File: config.mk
export PLATFORM = sky130hd
export DESIGN_NAME = radix_cal_top
export DESIGN_NICKNAME = d
export VERILOG_FILES = /design/src/rtl/radix_cal_pkg.sv /design/src/rtl/radix_rst_sync.sv /design/src/rtl/radix_pn_gen.sv /design/src/rtl/radix_window_ctrl.sv /design/src/rtl/radix_corr_accum.sv /design/src/rtl/radix_cal_top.sv
export SDC_FILE = /design/constraint.sdc
export NUM_CORES = 1
export LEC_CHECK = 0
export BUFFER_PORTS_ARGS = -buffer_cell sky130_fd_sc_hd__buf_2
export CAP_MARGIN = 10
export CORE_MARGIN = 2
export CORE_UTILIZATION = 50
export DETAILED_ROUTE_END_ITERATION = 8
export GPL_ROUTABILITY_DRIVEN = 1
export PLACE_DENSITY = 0.72
export REMOVE_ABC_BUFFERS = 1
export SLEW_MARGIN = 20
export SYNTH_ARGS = -nofsm -noshare
export SYNTH_HDL_FRONTEND = slang
export SYNTH_SLANG_ARGS = --single-unit
export TNS_END_PERCENT = 10
File: constraint.sdc
create_clock -name clk -period 8.3 [get_ports clk]
set_clock_uncertainty 0.1 [all_clocks]
set_input_delay 1.66 -clock clk [delete_from_list [all_inputs] [get_ports clk]]
set_output_delay 1.66 -clock clk [all_outputs]
set_load 0.01 [all_outputs]
File: src/rtl/radix_cal_pkg.sv
package radix_cal_pkg;
  localparam int unsigned PN_W = 16;

  // feedback of x^16 + x^14 + x^13 + x^11 + 1, shifting toward bit 15
  function automatic logic pn_feedback(input logic [PN_W-1:0] s);
    return s[15] ^ s[13] ^ s[12] ^ s[10];
  endfunction
endpackage

File: src/rtl/radix_rst_sync.sv
module radix_rst_sync (
  input  logic clk,
  input  logic rst_n,
  output logic rst_n_sync
);
  logic [1:0] sync_q;

  always_ff @(posedge clk or negedge rst_n) begin
    if (!rst_n) sync_q <= 2'b00;
    else        sync_q <= {sync_q[0], 1'b1};
  end

  assign rst_n_sync = sync_q[1];
endmodule

File: src/rtl/radix_pn_gen.sv
module radix_pn_gen
  import radix_cal_pkg::*;
#(
  parameter logic [PN_W-1:0] SEED = 16'hACE1
) (
  input  logic clk,
  input  logic rst_n,
  input  logic adv,
  output logic pn_bit
);
  logic [PN_W-1:0] state_q, state_d;

  always_comb begin
    state_d = state_q;
    if (adv) state_d = {state_q[PN_W-2:0], pn_feedback(state_q)};
  end

  always_ff @(posedge clk or negedge rst_n) begin
    if (!rst_n) state_q <= SEED;
    else        state_q <= state_d;
  end

  assign pn_bit = state_q[PN_W-1];

  // sequence moves only on accepted samples
  a_r9_pn_hold: assert property (@(posedge clk) disable iff (!rst_n)
    !adv |=> $stable(state_q));
endmodule

File: src/rtl/radix_window_ctrl.sv
module radix_window_ctrl #(
  parameter int K   = 4,
  parameter int WCW = 8
) (
  input  logic           clk,
  input  logic           rst_n,
  input  logic           adv,
  input  logic [WCW-1:0] done_windows,
  output logic           win_end,
  output logic           cal_done
);
  logic [K-1:0]   pos_q, pos_d;
  logic [WCW-1:0] wins_q, wins_d, thr;
  logic [WCW:0]   wins_inc;
  logic           done_q, done_d;

  always_comb begin
    win_end  = adv && (pos_q == '1);
    pos_d    = adv ? pos_q + 1'b1 : pos_q;
    thr      = (done_windows == '0) ? WCW'(1) : done_windows;
    wins_inc = {1'b0, wins_q} + 1'b1;
    wins_d   = (win_end && (wins_q != '1)) ? wins_inc[WCW-1:0] : wins_q;
    done_d   = done_q | (win_end && (wins_inc >= {1'b0, thr}));
  end

  always_ff @(posedge clk or negedge rst_n) begin
    if (!rst_n) begin
      pos_q  <= '0;
      wins_q <= '0;
      done_q <= 1'b0;
    end else begin
      pos_q  <= pos_d;
      wins_q <= wins_d;
      done_q <= done_d;
    end
  end

  assign cal_done = done_q;

  a_r8_done_sticky: assert property (@(posedge clk) disable iff (!rst_n)
    done_q |=> done_q);
  a_r8_done_needs_window: assert property (@(posedge clk) disable iff (!rst_n)
    (!done_q && !win_end) |=> !done_q);
endmodule

File: src/rtl/radix_corr_accum.sv
module radix_corr_accum #(
  parameter int DW   = 12,
  parameter int K    = 4,
  parameter int RW   = 16,
  parameter int FRAC = 13,
  parameter int SHW  = 4
) (
  input  logic                clk,
  input  logic                rst_n,
  input  logic                adv,
  input  logic                win_end,
  input  logic                pn_bit,
  input  logic signed [DW:0]  sum_i,
  input  logic [SHW-1:0]      step_shift,
  output logic [RW-1:0]       est_o
);
  localparam int AW = DW + K + 2;
  localparam int EW = ((AW > RW) ? AW : RW) + 2;
  localparam logic [RW-1:0] NOM = RW'(2 << FRAC);
  localparam logic [RW-1:0] LO  = RW'(7 << (FRAC - 2));
  localparam logic [RW-1:0] HI  = RW'(9 << (FRAC - 2));
  localparam logic signed [EW-1:0] LO_W = EW'(LO);
  localparam logic signed [EW-1:0] HI_W = EW'(HI);

  logic signed [AW-1:0] acc_q, acc_d, term, acc_sum, delta;
  logic signed [EW-1:0] cand;
  logic [RW-1:0]        est_q, est_d, est_clamped;

  always_comb begin
    term    = pn_bit ? AW'(sum_i) : -AW'(sum_i);
    acc_sum = acc_q + term;
    delta   = acc_sum >>> (K + int'(step_shift));
    cand    = $signed({{(EW-RW){1'b0}}, est_q}) - EW'(delta);
    if (cand < LO_W)      est_clamped = LO;
    else if (cand > HI_W) est_clamped = HI;
    else                  est_clamped = cand[RW-1:0];
    est_d = win_end ? est_clamped : est_q;
    acc_d = acc_q;
    if (adv) acc_d = win_end ? '0 : acc_sum;
  end

  always_ff @(posedge clk or negedge rst_n) begin
    if (!rst_n) begin
      acc_q <= '0;
      est_q <= NOM;
    end else begin
      acc_q <= acc_d;
      est_q <= est_d;
    end
  end

  assign est_o = est_q;

  a_r4_est_at_window_end: assert property (@(posedge clk) disable iff (!rst_n)
    !win_end |=> $stable(est_q));
  a_r4_acc_cleared: assert property (@(posedge clk) disable iff (!rst_n)
    win_end |=> (acc_q == '0));
  a_r7_acc_hold: assert property (@(posedge clk) disable iff (!rst_n)
    !adv |=> $stable(acc_q));
endmodule

File: src/rtl/radix_cal_top.sv
module radix_cal_top #(
  parameter int          DW     = 12,
  parameter int          K      = 4,
  parameter int          RW     = 16,
  parameter int          FRAC   = 13,
  parameter int          SHW    = 4,
  parameter int          WCW    = 8,
  parameter logic [15:0] SEED_P = 16'hACE1,
  parameter logic [15:0] SEED_N = 16'h1D2B
) (
  input  logic                 clk,
  input  logic                 rst_n,
  input  logic                 sample_vld,
  input  logic                 freeze,
  input  logic signed [DW-1:0] p_code,
  input  logic signed [DW-1:0] n_code,
  input  logic [SHW-1:0]       step_shift,
  input  logic [WCW-1:0]       done_windows,
  output logic                 dither_p,
  output logic                 dither_n,
  output logic [RW-1:0]        radix_p,
  output logic [RW-1:0]        radix_n,
  output logic                 cal_done
);
  localparam int NCH = 2;
  localparam logic [RW-1:0] LO = RW'(7 << (FRAC - 2));
  localparam logic [RW-1:0] HI = RW'(9 << (FRAC - 2));

  logic              rst_int;
  logic              adv, win_end;
  logic signed [DW:0] code_sum;
  logic [NCH-1:0]    pn;
  logic [RW-1:0]     est [NCH];

  radix_rst_sync u_rst (.clk(clk), .rst_n(rst_n), .rst_n_sync(rst_int));

  assign adv      = sample_vld & ~freeze;
  assign code_sum = {p_code[DW-1], p_code} + {n_code[DW-1], n_code};

  radix_window_ctrl #(.K(K), .WCW(WCW)) u_win (
    .clk(clk), .rst_n(rst_int), .adv(adv), .done_windows(done_windows),
    .win_end(win_end), .cal_done(cal_done)
  );

  for (genvar ch = 0; ch < NCH; ch++) begin : g_ch
    localparam logic [15:0] SEED = (ch == 0) ? SEED_P : SEED_N;

    radix_pn_gen #(.SEED(SEED)) u_pn (
      .clk(clk), .rst_n(rst_int), .adv(adv), .pn_bit(pn[ch])
    );

    radix_corr_accum #(.DW(DW), .K(K), .RW(RW), .FRAC(FRAC), .SHW(SHW)) u_acc (
      .clk(clk), .rst_n(rst_int), .adv(adv), .win_end(win_end),
      .pn_bit(pn[ch]), .sum_i(code_sum), .step_shift(step_shift),
      .est_o(est[ch])
    );
  end

  assign dither_p = pn[0];
  assign dither_n = pn[1];
  assign radix_p  = est[0];
  assign radix_n  = est[1];

  a_r5_range_p: assert property (@(posedge clk) disable iff (!rst_int)
    (radix_p >= LO) && (radix_p <= HI));
  a_r5_range_n: assert property (@(posedge clk) disable iff (!rst_int)
    (radix_n >= LO) && (radix_n <= HI));
  a_r7_freeze_hold: assert property (@(posedge clk) disable iff (!rst_int)
    freeze |=> ($stable(radix_p) && $stable(radix_n) && $stable(dither_p) && $stable(dither_n)));
endmodule

Word-level counts from Yosys, hierarchy flattened
Cells that the tools add are included.
{"block": "word_totals", "output_inout_bits": 35, "reg_bits": 115}
{"block": "op_classes", "muxes": 9, "shifts": 2, "eq_ne": 2, "magnitude_cmp": 5, "n_bitwise": 9, "add_sub_neg": 9, "n_reduce_logical": 4}
{"operator": "$mux W18", "n": 4}
{"operator": "$mux W16", "n": 4}
{"operator": "$gt A20 B16 Y1 const B", "n": 2}
{"operator": "$lt A20 B15 Y1 const B", "n": 2}
{"operator": "$sub A17 B18 Y19", "n": 2}
{"operator": "$add A18 B18 Y18", "n": 2}
{"operator": "$sshr A18 B5 Y18", "n": 2}
{"operator": "$neg A13 Y18", "n": 1}
{"operator": "$add A12 B12 Y13", "n": 1}
{"operator": "$add A8 B1 Y9 const B", "n": 1}
{"operator": "$ge A9 B8 Y1", "n": 1}
{"operator": "$logic_not A8 Y1", "n": 1}
{"operator": "$mux W8", "n": 1}
{"operator": "$ne A8 B8 Y1 const B", "n": 1}
{"operator": "$xor A1 B1 Y1", "n": 6}
{"operator": "$add A3 B4 Y5 const A", "n": 1}
{"operator": "$add A4 B1 Y4 const B", "n": 1}
{"operator": "$eq A4 B4 Y1 const B", "n": 1}
{"operator": "$logic_and A1 B1 Y1", "n": 3}
{"operator": "$and A1 B1 Y1", "n": 1}
{"operator": "$not A1 Y1", "n": 1}
{"operator": "$or A1 B1 Y1", "n": 1}

Logic depth before layout (Yosys ltp)
{"block": "logic_depth", "word_depth": 9, "depth_mapped": 39, "ltp_nobuf": 37}

Hierarchy
Synthesis repeated with hierarchy kept, for this count alone.
{"block": "hier_totals", "cells_unflattened": 1392, "area_unflattened_um2": 12150.4}
{"mod": "radix_corr_accum (g_ch[0].u_acc)", "n_inst": 1, "area_per_inst_um2": 4722.0, "cells_per_inst": 592}
{"mod": "radix_corr_accum (g_ch[1].u_acc)", "n_inst": 1, "area_per_inst_um2": 4625.7, "cells_per_inst": 571}
{"mod": "radix_pn_gen", "n_inst": 2, "area_per_inst_um2": 675.6, "cells_per_inst": 38}
{"mod": "radix_window_ctrl", "n_inst": 1, "area_per_inst_um2": 864.6, "cells_per_inst": 84}
{"mod": "radix_cal_top", "n_inst": 1, "area_per_inst_um2": 533.0, "cells_per_inst": 66}
{"mod": "radix_rst_sync", "n_inst": 1, "area_per_inst_um2": 53.8, "cells_per_inst": 3}

Worst setup path before layout
Ideal clock, no wire load.
{"block": "synth_path", "kind": "input-to-reg", "start": "input p_code[0]", "end": "register g_ch[0].u_acc.est_q[11]", "n_path_buf": 0, "setup_ps": 126, "setup_slack_ps": -907, "required_time_ps": 8074, "stages": 35, "t_arrival_ps": 8981, "path_cell_list": "ha_1 -> inv_1 -> fa_1 -> nand2b_1 -> a21oi_2 -> nor2_1 -> nor3b_1 -> nor3b_1 -> nor3b_1 -> and3b_1 -> nand2b_1 -> mux2i_1 -> ha_1 -> a21o_1 -> a21oi_1 -> nand3b_1 -> or3_1 -> nand3_1 -> xor2_4 -> o21ai_0 -> a32oi_1 -> o31a_1 -> ha_1 -> inv_1 -> fa_1 -> a211oi_1 -> o21ai_0 -> nor2b_1 -> o22a_1 -> xnor2_1 -> o31ai_1 -> o21ai_0 -> a211oi_4 -> nor2_2 -> o32a_1"}
{"block": "synth_via", "elab_chain_len": 9, "elab_cells_between_ends": 10, "cone_classes": "add/sub (4); order compare (2); shift (1); mux (3)"}
{"item": "from (decl)", "line_no": "radix_cal_top.sv:15", "source": "input logic signed [DW-1:0] p_code,"}
{"item": "$add A12 B12 Y13 (*)", "line_no": "radix_cal_top.sv:38", "source": "assign code_sum = {p_code[DW-1], p_code} + {n_code[DW-1], n_code};"}
{"item": "$neg A13 Y18", "line_no": "radix_corr_accum.sv:30", "source": "term = pn_bit ? AW'(sum_i) : -AW'(sum_i);"}
{"item": "$mux W18 (*)", "line_no": "radix_corr_accum.sv:30"}
{"item": "$add A18 B18 Y18 (*)", "line_no": "radix_corr_accum.sv:31", "source": "acc_sum = acc_q + term;"}
{"item": "$sshr A18 B5 Y18 (*)", "line_no": "radix_corr_accum.sv:32", "source": "delta = acc_sum >>> (K + int'(step_shift));"}
{"item": "$sub A17 B18 Y19 (*)", "line_no": "radix_corr_accum.sv:33", "source": "cand = $signed({{(EW-RW){1'b0}}, est_q}) - EW'(delta);"}
{"item": "$gt A20 B16 Y1", "line_no": "radix_corr_accum.sv:35", "source": "else if (cand > HI_W) est_clamped = HI;"}
{"item": "$mux W16", "line_no": "radix_corr_accum.sv:35"}
{"item": "$mux W16 (*)", "line_no": "radix_corr_accum.sv:34", "source": "if (cand < LO_W) est_clamped = LO;"}
{"item": "to (signal assigned)", "line_no": "radix_corr_accum.sv:48", "source": "est_q <= est_d;"}
{"item": "to (decl)", "line_no": "radix_corr_accum.sv:27", "source": "logic [RW-1:0] est_q, est_d, est_clamped;"}
Every way passes the cells marked *; elsewhere a longest branch is shown, timed or not.
A chain may end at the register's enable or synchronous reset.

Final worst setup path
{"block": "layout_path", "start": "input p_code[0]", "end": "register g_ch[0].u_acc.est_q[0]"}
The elaborated chain is that of the path after synthesis.

==> impl_metrics.env <==
export IMPL_drc=0
export IMPL_worstMarginPinSlew_ns=1.04
export IMPL_floorplan_io_pins=75
export IMPL_synthDistinctLibCells=96
export IMPL_initial_utilization_pct=50.9
export IMPL_vias_per_cell=6.19
export IMPL_max_cap_violations=0
export IMPL_seq_area_frac_synth_pct=25.2
export IMPL_avgRoutedWirePerCell_um=19.1
export IMPL_setup_viol_count_final=30
export IMPL_crit_path_start_kind="input port"
export IMPL_violations="setup timing"
export IMPL_critical_path_max_stage_delay_ns=0.54
export IMPL_fp_dieH_um=156
export IMPL_timing_critical_path_arrival_ns=9.29
export IMPL_hold_path_class="reg -> async"
export IMPL_die_width_um=156
export IMPL_tightest_slew_margin_relative_to_the_limit_pct=30.2
export IMPL_clock_root_buffer="sky130_fd_sc_hd__clkbuf_16"
export IMPL_fmaxAchievable_ghz=0.110
export IMPL_standard_cell_rows=55
export IMPL_initial_antenna_violation_count=2
export IMPL_outcome="complete, but fails checks"
export IMPL_synth_warnings=0
export IMPL_longest_clk_path_bufs=2
export IMPL_worst_path_cell_with_the_longest_stage_delay="sky130_fd_sc_hd__mux4_2"
export IMPL_area_growth_synth_to_final_pct=41.4
export IMPL_postRouteWirelength_um=39600
export IMPL_remaining_antenna_violation_count_after_routing=0
export IMPL_portion_of_the_clock_cycle_consumed_by_the_worst_path_in_the_final_layout_pct=109
export IMPL_async_reset_ff_share_pct=100
export IMPL_post_route_util_pct=72.0
export IMPL_place_port_buffers=74
export IMPL_fin_crit_ns=9.05
export IMPL_core_area_um2=22600
export IMPL_grt_overflow=0
export IMPL_routabilityCongestion=0.974
export IMPL_wire_length_of_the_first_global_routing_pass_um=59300
export IMPL_timing_worst_setup_path_type="in -> reg"
export IMPL_tritoncts_num_sinks=115
export IMPL_syn_cell_area_um2=11500
export IMPL_synthTopCellsByArea="sky130_fd_sc_hd__dfrtp_1, sky130_fd_sc_hd__ha_1, sky130_fd_sc_hd__nand2_1, sky130_fd_sc_hd__xnor2_1, sky130_fd_sc_hd__dfstp_2"
export IMPL_synth_top_area_share_pct=21.1
export IMPL_required_time_at_the_worst_slack_endpoint_ns=8.53
export IMPL_ctsHtreeMaxLevel=4
export IMPL_synth_ff_type="sky130_fd_sc_hd__dfrtp_1"
export IMPL_grt_setup_unrepaired="true"
export IMPL_dpl_hpwl_um=25400
export IMPL_reg2reg_depth=27
export IMPL_crit_path_max_fanout=6
export IMPL_path_delay_family="compound AO/OA/AOI/OAI gates"
export IMPL_syn_mean_instance_area_um2=8.28
export IMPL_cp_bufs_invs=5
export IMPL_hold_violations=0
export IMPL_dr_first_iter_drc_count=1238
export IMPL_die_area_um2=24300
export IMPL_endpoint_type_of_the_worst_setup_path="flip-flop"
export IMPL_finish_net_count=1904
export IMPL_synthDominantAreaCellType="sky130_fd_sc_hd__dfrtp_1"
export IMPL_track_usage_pct=30.1
export IMPL_slew_viol_final=0
export IMPL_layout_commonest_cell="sky130_fd_sc_hd__buf_4"
export IMPL_post_route_worst_setup_slack_ns=-0.754
export IMPL_synth_ff_latch_count=115
export IMPL_clkTransAtPathRegs_ns=0.07
export IMPL_layout_cells_most_common_list="sky130_fd_sc_hd__buf_4, sky130_fd_sc_hd__nand2_1, sky130_fd_sc_hd__nor2_1"
export IMPL_drive_above_1_share_pct=37.9
export IMPL_cts_inserted_buffers=17
export IMPL_first_global_vias=12100
export IMPL_hold_slack_final_ns=0.237
export IMPL_initial_drt_pass_iterations=8
export IMPL_num_vias=12800
export IMPL_worst_path_stages=37
export IMPL_clock_insertion_delay_worst_skew_ns=0.44
export IMPL_synth_edf_count=0
export IMPL_synthesis_instances=1391
export IMPL_largest_net_degree_at_the_start_of_global_routing=75
export IMPL_tritoncts_clock_tree="done"
==> sequential cells by signal, summed over array words and instances (netlist names) <==
register and count:
u_win.wins_q 8, u_win.pos_q 4, u_win.cal_done 1, g_ch.u_acc.est_o 32, g_ch.u_acc.acc_q 36, g_ch.u_pn.state_q 32
u_rst.sync_q 2
==> final timing paths <==
path,from,end,slack [ns]
worst max register to register,g_ch[0].u_pn.state_q[15],g_ch[0].u_acc.est_o[0],0.84
min in group clk,u_rst.sync_q[0],u_rst.sync_q[1],0.26
max in group asynchronous,u_rst.sync_q[1],g_ch[0].u_acc.acc_q[0],6.50
worst min-delay path,u_rst.sync_q[1],g_ch[1].u_acc.est_o[5],0.24
worst min register to register,u_rst.sync_q[1],g_ch[1].u_acc.est_o[5],0.24
worst max-delay path,p_code[0],g_ch[0].u_acc.est_o[0],-0.75
==> synth_stat cells (22+ instances only) <==
cell	instances
sky130_fd_sc_hd__xnor2_1	64
sky130_fd_sc_hd__a21o_1	28
sky130_fd_sc_hd__nand2_1	215
sky130_fd_sc_hd__a211oi_1	22
sky130_fd_sc_hd__nor2_1	125
sky130_fd_sc_hd__a21oi_1	86
sky130_fd_sc_hd__o21ai_0	85
sky130_fd_sc_hd__inv_1	53
sky130_fd_sc_hd__mux2i_1	27
sky130_fd_sc_hd__nand3_1	25
sky130_fd_sc_hd__xor2_1	39
sky130_fd_sc_hd__clkbuf_1	53
sky130_fd_sc_hd__ha_1	90
sky130_fd_sc_hd__o31ai_1	27
sky130_fd_sc_hd__dfrtp_1	97
==> kinds of logic after synthesis <==
logic type,share of synthesized area (%)
muxes,6.28
buffers and inverters,4.12
and+or+nand+nor,18.7
AOI/OAI and AO/OA,26.2
DFF,25.2
other,0.0325
adders and majority gates,10.6
xor gates and xnor gates,8.94
==> routing by layer <==
metal	global-route usage, %	vias to the layer above	routed length [um]
li1	-	5840	-
met1	40.1	6105	16100
met2	49.6	701	18700
met3	4.56	163	3270
met4	11.1	2	1440
met5	0	-	16
==> area by class of cell <==
type	count	area [um2]
diodes	1	2.50
clock buffers	17	425
well taps	285	357
clock inverters	15	184
flip-flops and latches	115	2900
repair buffers	422	3090
fillers	1553	6340
multi-input cells	1157	9130
inverters	56	210
==> through the flow <==
step | instances | setup slack, ns | cell area (um2) | TNS, ns
4_1_cts | 2054 | -0.171 | 15700 | -4.43
2_1_floorplan | 1328 | -1.38 | 11300 | -38.39
5_1_grt | 2068 | -0.902 | 16300 | -21.81
6_report | 2068 | -0.754 | 16300 | -14.29
3_3_place_gp | 2000 | -1.33 | 14400 | -34.64
3_5_place_dp | 2000 | -1.46 | 14400 | -38.45
==> timing repair <==
item                       4_1_cts  5_1_grt
setup buffers                   22       15
cloned                           1        0
pin swaps                       55       96
setup endpoints to repair       30       30
gates resized for setup        110      109
hold buffers                     0        0
Power is left out: the tool's default activity adds up to more than one toggle a clock period on the data nets, which glitch-free logic cannot reach.
